## src/rtl/lss_pkg.sv

```systemverilog
package lss_pkg;
  localparam int unsigned LSS_DEF_WIDTH   = 32;
  localparam int unsigned LSS_DEF_RECOVER = 2;
  localparam int unsigned LSS_MIN_WIDTH   = 2;
endpackage

```

## src/rtl/lss_shift_chain.sv

```systemverilog
module lss_shift_chain #(
  parameter int unsigned W = lss_pkg::LSS_DEF_WIDTH
) (
  input  logic         clk,
  input  logic         set_n,
  input  logic         adv,
  input  logic         din,
  output logic [W-1:0] stages
);
  // stage 1 is bit 0; async set forces every stage high
  always_ff @(posedge clk or negedge set_n) begin
    if (!set_n)   stages <= '1;
    else if (adv) stages <= {stages[W-2:0], din};
  end
endmodule

```

## src/rtl/lss_latch_bank.sv

```systemverilog
module lss_latch_bank #(
  parameter int unsigned W = lss_pkg::LSS_DEF_WIDTH
) (
  input  logic         clk,
  input  logic         set_n,
  input  logic         load,
  input  logic [W-1:0] d,
  output logic [W-1:0] q
);
  // edge-loaded stand-in for a level-sensitive latch
  always_ff @(posedge clk or negedge set_n) begin
    if (!set_n)    q <= '1;
    else if (load) q <= d;
  end
endmodule

```

## src/rtl/lss_recovery_guard.sv

```systemverilog
module lss_recovery_guard #(
  parameter int unsigned EDGES = lss_pkg::LSS_DEF_RECOVER
) (
  input  logic clk,
  input  logic set_n,
  output logic shift_ok
);
  generate
    if (EDGES == 0) begin : g_none
      assign shift_ok = 1'b1;
    end else begin : g_count
      localparam int unsigned CW = $clog2(EDGES + 1);
      localparam logic [CW-1:0] START = CW'(EDGES);
      logic [CW-1:0] left;
      always_ff @(posedge clk or negedge set_n) begin
        if (!set_n)         left <= START;
        else if (left != 0) left <= left - 1'b1;
      end
      assign shift_ok = (left == '0);
    end
  endgenerate
endmodule

```

## src/rtl/lss_sink_gate.sv

```systemverilog
module lss_sink_gate #(
  parameter int unsigned W = lss_pkg::LSS_DEF_WIDTH
) (
  input  logic [W-1:0] held,
  input  logic         out_off,
  output logic [W-1:0] sink_en,
  output logic [W-1:0] sink_level
);
  for (genvar i = 0; i < W; i++) begin : g_pin
    assign sink_en[i]    = held[i] & ~out_off;
    assign sink_level[i] = 1'b0;
  end
endmodule

```

## src/rtl/led_sink_shifter.sv

```systemverilog
module led_sink_shifter #(
  parameter int unsigned WIDTH          = lss_pkg::LSS_DEF_WIDTH,
  parameter int unsigned RECOVERY_EDGES = lss_pkg::LSS_DEF_RECOVER
) (
  input  logic             shift_clk,
  input  logic             set_n,
  input  logic             ser_in,
  input  logic             latch_en,
  input  logic             out_off,
  output logic [WIDTH-1:0] sink_en,
  output logic [WIDTH-1:0] sink_level,
  output logic             cascade_out
);
  localparam int unsigned LAST = WIDTH - 1;

  logic             shift_ok;
  logic [WIDTH-1:0] stages;
  logic [WIDTH-1:0] latched;

  lss_recovery_guard #(.EDGES(RECOVERY_EDGES)) u_guard (
    .clk(shift_clk), .set_n(set_n), .shift_ok(shift_ok)
  );

  lss_shift_chain #(.W(WIDTH)) u_chain (
    .clk(shift_clk), .set_n(set_n), .adv(shift_ok), .din(ser_in), .stages(stages)
  );

  lss_latch_bank #(.W(WIDTH)) u_hold (
    .clk(shift_clk), .set_n(set_n), .load(latch_en), .d(stages), .q(latched)
  );

  lss_sink_gate #(.W(WIDTH)) u_gate (
    .held(latched), .out_off(out_off), .sink_en(sink_en), .sink_level(sink_level)
  );

  assign cascade_out = stages[LAST];
endmodule

```

## config.mk

```make
export PLATFORM = sky130hd
export DESIGN_NAME = led_sink_shifter
export DESIGN_NICKNAME = d
export VERILOG_FILES = /design/src/rtl/lss_pkg.sv /design/src/rtl/lss_shift_chain.sv /design/src/rtl/lss_latch_bank.sv /design/src/rtl/lss_recovery_guard.sv /design/src/rtl/lss_sink_gate.sv /design/src/rtl/led_sink_shifter.sv
export SDC_FILE = /design/constraint.sdc
export NUM_CORES = 1
export LEC_CHECK = 0
export ABC_AREA = 1
export BUFFER_PORTS_ARGS = -buffer_cell sky130_fd_sc_hd__buf_2
export CAP_MARGIN = 20
export CORE_AREA = 8 8 84 86
export DETAILED_ROUTE_END_ITERATION = 8
export DIE_AREA = 0 0 92 94
export PLACE_DENSITY = 0.79
export REMOVE_ABC_BUFFERS = 1
export SLEW_MARGIN = 0
export SYNTH_ARGS = -nofsm -noshare
export SYNTH_HDL_FRONTEND = slang
export SYNTH_SLANG_ARGS = --single-unit
```

## constraint.sdc

```tcl
create_clock -name shift_clk -period 1.8 [get_ports shift_clk]
set_input_delay 0.09 -clock shift_clk [delete_from_list [all_inputs] [get_ports shift_clk]]
set_output_delay 0.09 -clock shift_clk [all_outputs]
set_load 0.005 [all_outputs]
```

### Word level (Yosys, flattened, before mapping)

Index checks and enable logic that the tools add are counted.

| storage, ports and cells | value |
|---|---|
| output and inout bits | 65 |
| bits of input ports | 5 |
| logic and storage cells | 39 |
| register bits after elaboration | 66 |

| cells by class | value |
|---|---|
| add/subtract/negate cells | 1 |
| reductions and logical operators | 2 |
| bitwise gates (word level) | 33 |

Operators with widths:

| operator | number |
|---|---|
| $and 1x1->1 | 32 |
| $logic_not 2->1 | 1 |
| $reduce_bool 2->1 | 1 |
| $sub 2x1->2 const B | 1 |
| $not 1->1 | 1 |

### Logic depth before layout (Yosys ltp)

| depth | value |
|---|---|
| depth in word-level cells | 2 |
| gate-level depth with buffers | 7 |
| mapped depth without buffers | 5 |

### Modules after synthesis

Synthesis repeated with hierarchy kept, for this count alone.

| second synthesis, totals | value |
|---|---|
| cell total of the unflattened synthesis | 384 |
| area, all modules | 3293.2 µm² |

By module, submodules not included:

| module | cells each | instances | area an instance (µm²) | seq. area each (µm²) |
|---|---|---|---|---|
| lss_shift_chain | 136 | 1 | 1335.0 | 840.8 |
| lss_latch_bank | 136 | 1 | 1332.5 | 840.8 |
| lss_sink_gate | 100 | 1 | 518.0 | 0.0 |
| lss_recovery_guard | 12 | 1 | 107.6 | 51.3 |

### Worst setup path before layout

OpenSTA, ideal clock, no wires.

| path | value |
|---|---|
| path type | register to register |
| start point | register u_guard.g_count.left[1] |
| end point | register u_guard.g_count.left[0] |
| arrival | 1.078 ns |
| slack | 0.606 ns |
| setup time | 0.116 ns |
| stages on the path, launching flop included | 7 |
| buffers on the path | 2 |
| required time | 1.684 ns |
| clock period less this slack | 1.194 ns |
| cells stage by stage | dfstp_2 inv_1 ha_1 buf_6 buf_6 nand2_1 nand2_1 |

| on the way | value |
|---|---|
| word-level cells in the longest chain between the ends | 1 |

Ends and longest elaborated chain:

| element | RTL line | RTL |
|---|---|---|
| start, declared | lss_recovery_guard.sv:14 | `logic [CW-1:0] left;` |
| start signal, assigned | lss_recovery_guard.sv:17 | `else if (left != 0) left <= left - 1'b1;` |
| $reduce_bool 2->1 | lss_recovery_guard.sv:17 |  |

No other way between the ends.
A chain may end at the register's enable or synchronous reset.

### Worst setup path after layout

| path | value |
|---|---|
| start point | register u_guard.g_count.left[1] |
| end point | register u_guard.g_count.left[1] |

| on the way | value |
|---|---|
| word-level cells in the longest chain between the ends | 1 |
| elaborated cells between the ends (all ways) | 2 |
| classes of those cells | add/sub (1); reduce/logical (1) |

Ends and longest elaborated chain:

| element | RTL line |
|---|---|
| $sub 2x1->2 / $reduce_bool 2->1 (equally long branches) | lss_recovery_guard.sv:17 |

Parallel ways exist; a longest one is shown, timed or not.

==> out/summary.txt <==
commonest non-fill, non-tap cell in the layout = nand2_1
power per cell area = 949 mW/mm²
Worst-Margin Slew = 0.600 ns
DRT antenna net count = 0
H-tree levels = 3
CP required = 2.06 ns
die area = 0.00865 mm²
initial core utilization = 0.559
WP depth = 4
Critical Path Max Stage Delay = 0.54 ns
fin crit share = 0.738
mux contribution to synthesized area = 0
Synth Area in Adders = 0.00390
# IOs = 70
Worst-Skew Late Latency = 0.34 ns
Compound-Gate Fraction of Synth Area = 0.00156
number of global-route vias before repair = 2215
final core utilization = 0.601
final instance area = 0.00345 mm²
critical-path cell list = inv_1 -> ha_1 -> buf_4 -> o21ai_0
Syn Inst Count = 382
f_max = 0.753 GHz
Post CTS Setup Buffer Count = 0
commonest cells after routing, fill and taps aside = nand2_1, dfstp_2, buf_2
CTS Buffer Depth = 2
Hold Slack = 0.224 ns
Row Count = 28
leakage power = 1.89 nW
Post-CTS Resized = 0
vias = 2173
cell area after synthesis = 0.00321 mm²
proportion of layout cells with a drive suffix above 1 = 0.334
max cap viols = 0
GRT Overall Usage = 0.139
Layout area overhead = 7.60%
Iter 0 DRT Violations = 131
RePlAce Congestion = 0.727
RSZ-0062 raised after global routing = no
FF-to-FF End = u_guard.g_count.left[1]$_DFFE_PN1P_
crit path time final = 1.33 ns
Critical Path Start = u_guard.g_count.left[1]$_DFFE_PN1P_
Vias/cell = 4.37
DRT Wirelength = 5470 µm
VDD IR max = 0.000450 V
Buffers on Ports = 37
pin count of the biggest net entering global routing = 67
Worst path slowest cell = dfstp_2
Seq/Total Area, Yosys = 0.540
CP startpoint kind = flip-flop
Syn Area/Cell = 8.40 µm²
fin worst setup slack = 0.472 ns
wire length of the first global-routing pass = 9780 µm
Final Hold Viols = 0
Worst Reg-to-Reg Cells = 4
post-DP HPWL = 3570 µm
GRT Residual Overflow = 0
initial antenna violation count = 0
Hold Path Class = input port to flip-flop
final count of pins violating max slew = 0
Synth Area in Simple Gates = 0.281
kind of critical path = flip-flop to flip-flop
synthesis-stage register bit count = 66
Net count, final = 423
post-synthesis xor/xnor area fraction = 0
# fillers = 546
delay-heaviest family, CP = flip-flops
Diodes inserted = 0
wire per inst = 11.0 µm
critical path endpoint = u_guard.g_count.left[1]$_DFFE_PN1P_
main combinational cell family by area after synthesis = simple AND/OR/NAND/NOR gates
CTS tree = yes
Core ar. = 0.00575 mm²
Inserted Clock Buffers = 9
area post-placement = 0.00323 mm²
total DRC errors in the routed layout = 0
r2r setup slk = 0.47 ns
status = finished clean
post-place setup slack = 0.478 ns
DIE WIDTH = 92 µm
Clock Skews = 0.00582 ns
Clock transition at path regs = 0.07 ns
Slew headroom = 0.600
Post-Route Setup TNS = 0 ns
endpoint class of the critical path = flip-flop
Final Setup Violations = 0
worst path bufs/invs = 2
Clock Sinks = 66
CP Max Fanout = 22
# hold bufs at CTS = 2
Arr. time, crit path = 1.59 ns
reg2reg start = u_guard.g_count.left[1]$_DFFE_PN1P_
die height = 94 µm
CTS root buf = clkbuf_8
Netlist cell types = 15
synth warn = 0
DR pass1 iterations = 4
## logic make-up (layout without fill, tap and decap cells)
group           count (synthesis)  in the layout
buf+inv                        85             94
flops                          66             66
simple gates                  228            228
other cells                     1             32
fa+ha+maj                       1              1
compound gates                  1              1
## state kept, by name (all words and copies together) (netlist names)
name,cells
u_guard.g_count.left,2
u_hold.q,32
u_chain.stages,32
## tightest hold or removal path, delay by kind of cell
kind | cells | cell delay, ns
buf+inv | 1 | 0.30
simple gates | 2 | 0.18
## per-layer routing
layer,routed length [µm],track usage
met1,2490,0.161
met2,2400,0.220
met3,478,0.0416
met4,106,0.0926
met5,0,0
## synth_stat cells (all sizes together)
cell type,n,area [µm²]
nor2,32,120
dfstp,65,1710
nand2,196,781
inv,36,145
conb,1,3.75
buf,49,410
dfrtp,1,25.0
ha,1,12.5
o21ai,1,5.00
## how the worst min path moves through the flow
| stage | endpoint | slack [ns] | cells past startpoint | from |
|---|---|---|---|---|
| final | u_hold.q[18]$_DFFE_PN1P_ | 0.22 | 3 | latch_en |
| after global routing | u_hold.q[10]$_DFFE_PN1P_ | 0.26 | 3 | latch_en |
| after CTS | u_hold.q[30]$_DFFE_PN1P_ | 0.21 | 3 | latch_en |
| after detailed placement | u_guard.g_count.left[0]$_DFFE_PN0P_ | 0.13 | 2 | set_n |
| after global placement | u_guard.g_count.left[0]$_DFFE_PN0P_ | 0.13 | 2 | set_n |
| after floorplan | u_guard.g_count.left[0]$_DFFE_PN0P_ | -0.21 | 0 | set_n |
## where the power goes
| group | internal [mW] | switching [mW] | leakage (nW) | total (mW) |
|---|---|---|---|---|
| combinational | 0.106 | 0.183 | 1.09 | 0.289 |
| sequential | 1.66 | 0.0632 | 0.697 | 1.73 |
| clock | 0.708 | 0.557 | 0.105 | 1.26 |
| total | 2.48 | 0.803 | 1.89 | 3.28 |
## final cells by class
cell class | count | area [µm²] | area share
clock buffers | 11 | 151 | 0.0438
clock inverters | 5 | 52.6 | 0.0152
inverters | 36 | 145 | 0.0420
multi-input cells | 262 | 1040 | 0.301
flip-flops and latches | 66 | 1730 | 0.502
well taps | 75 | 93.8 | 0.0272
repair buffers | 42 | 240 | 0.0695
## metrics by stage
stage               power [mW]  cells
floorplan                 1.89    364
global placement          2.03    479
detailed placement        2.04    479
CTS                       3.32    497
global route              3.44    497
finish                    3.28    497
(Power assumes the default switching activity.)
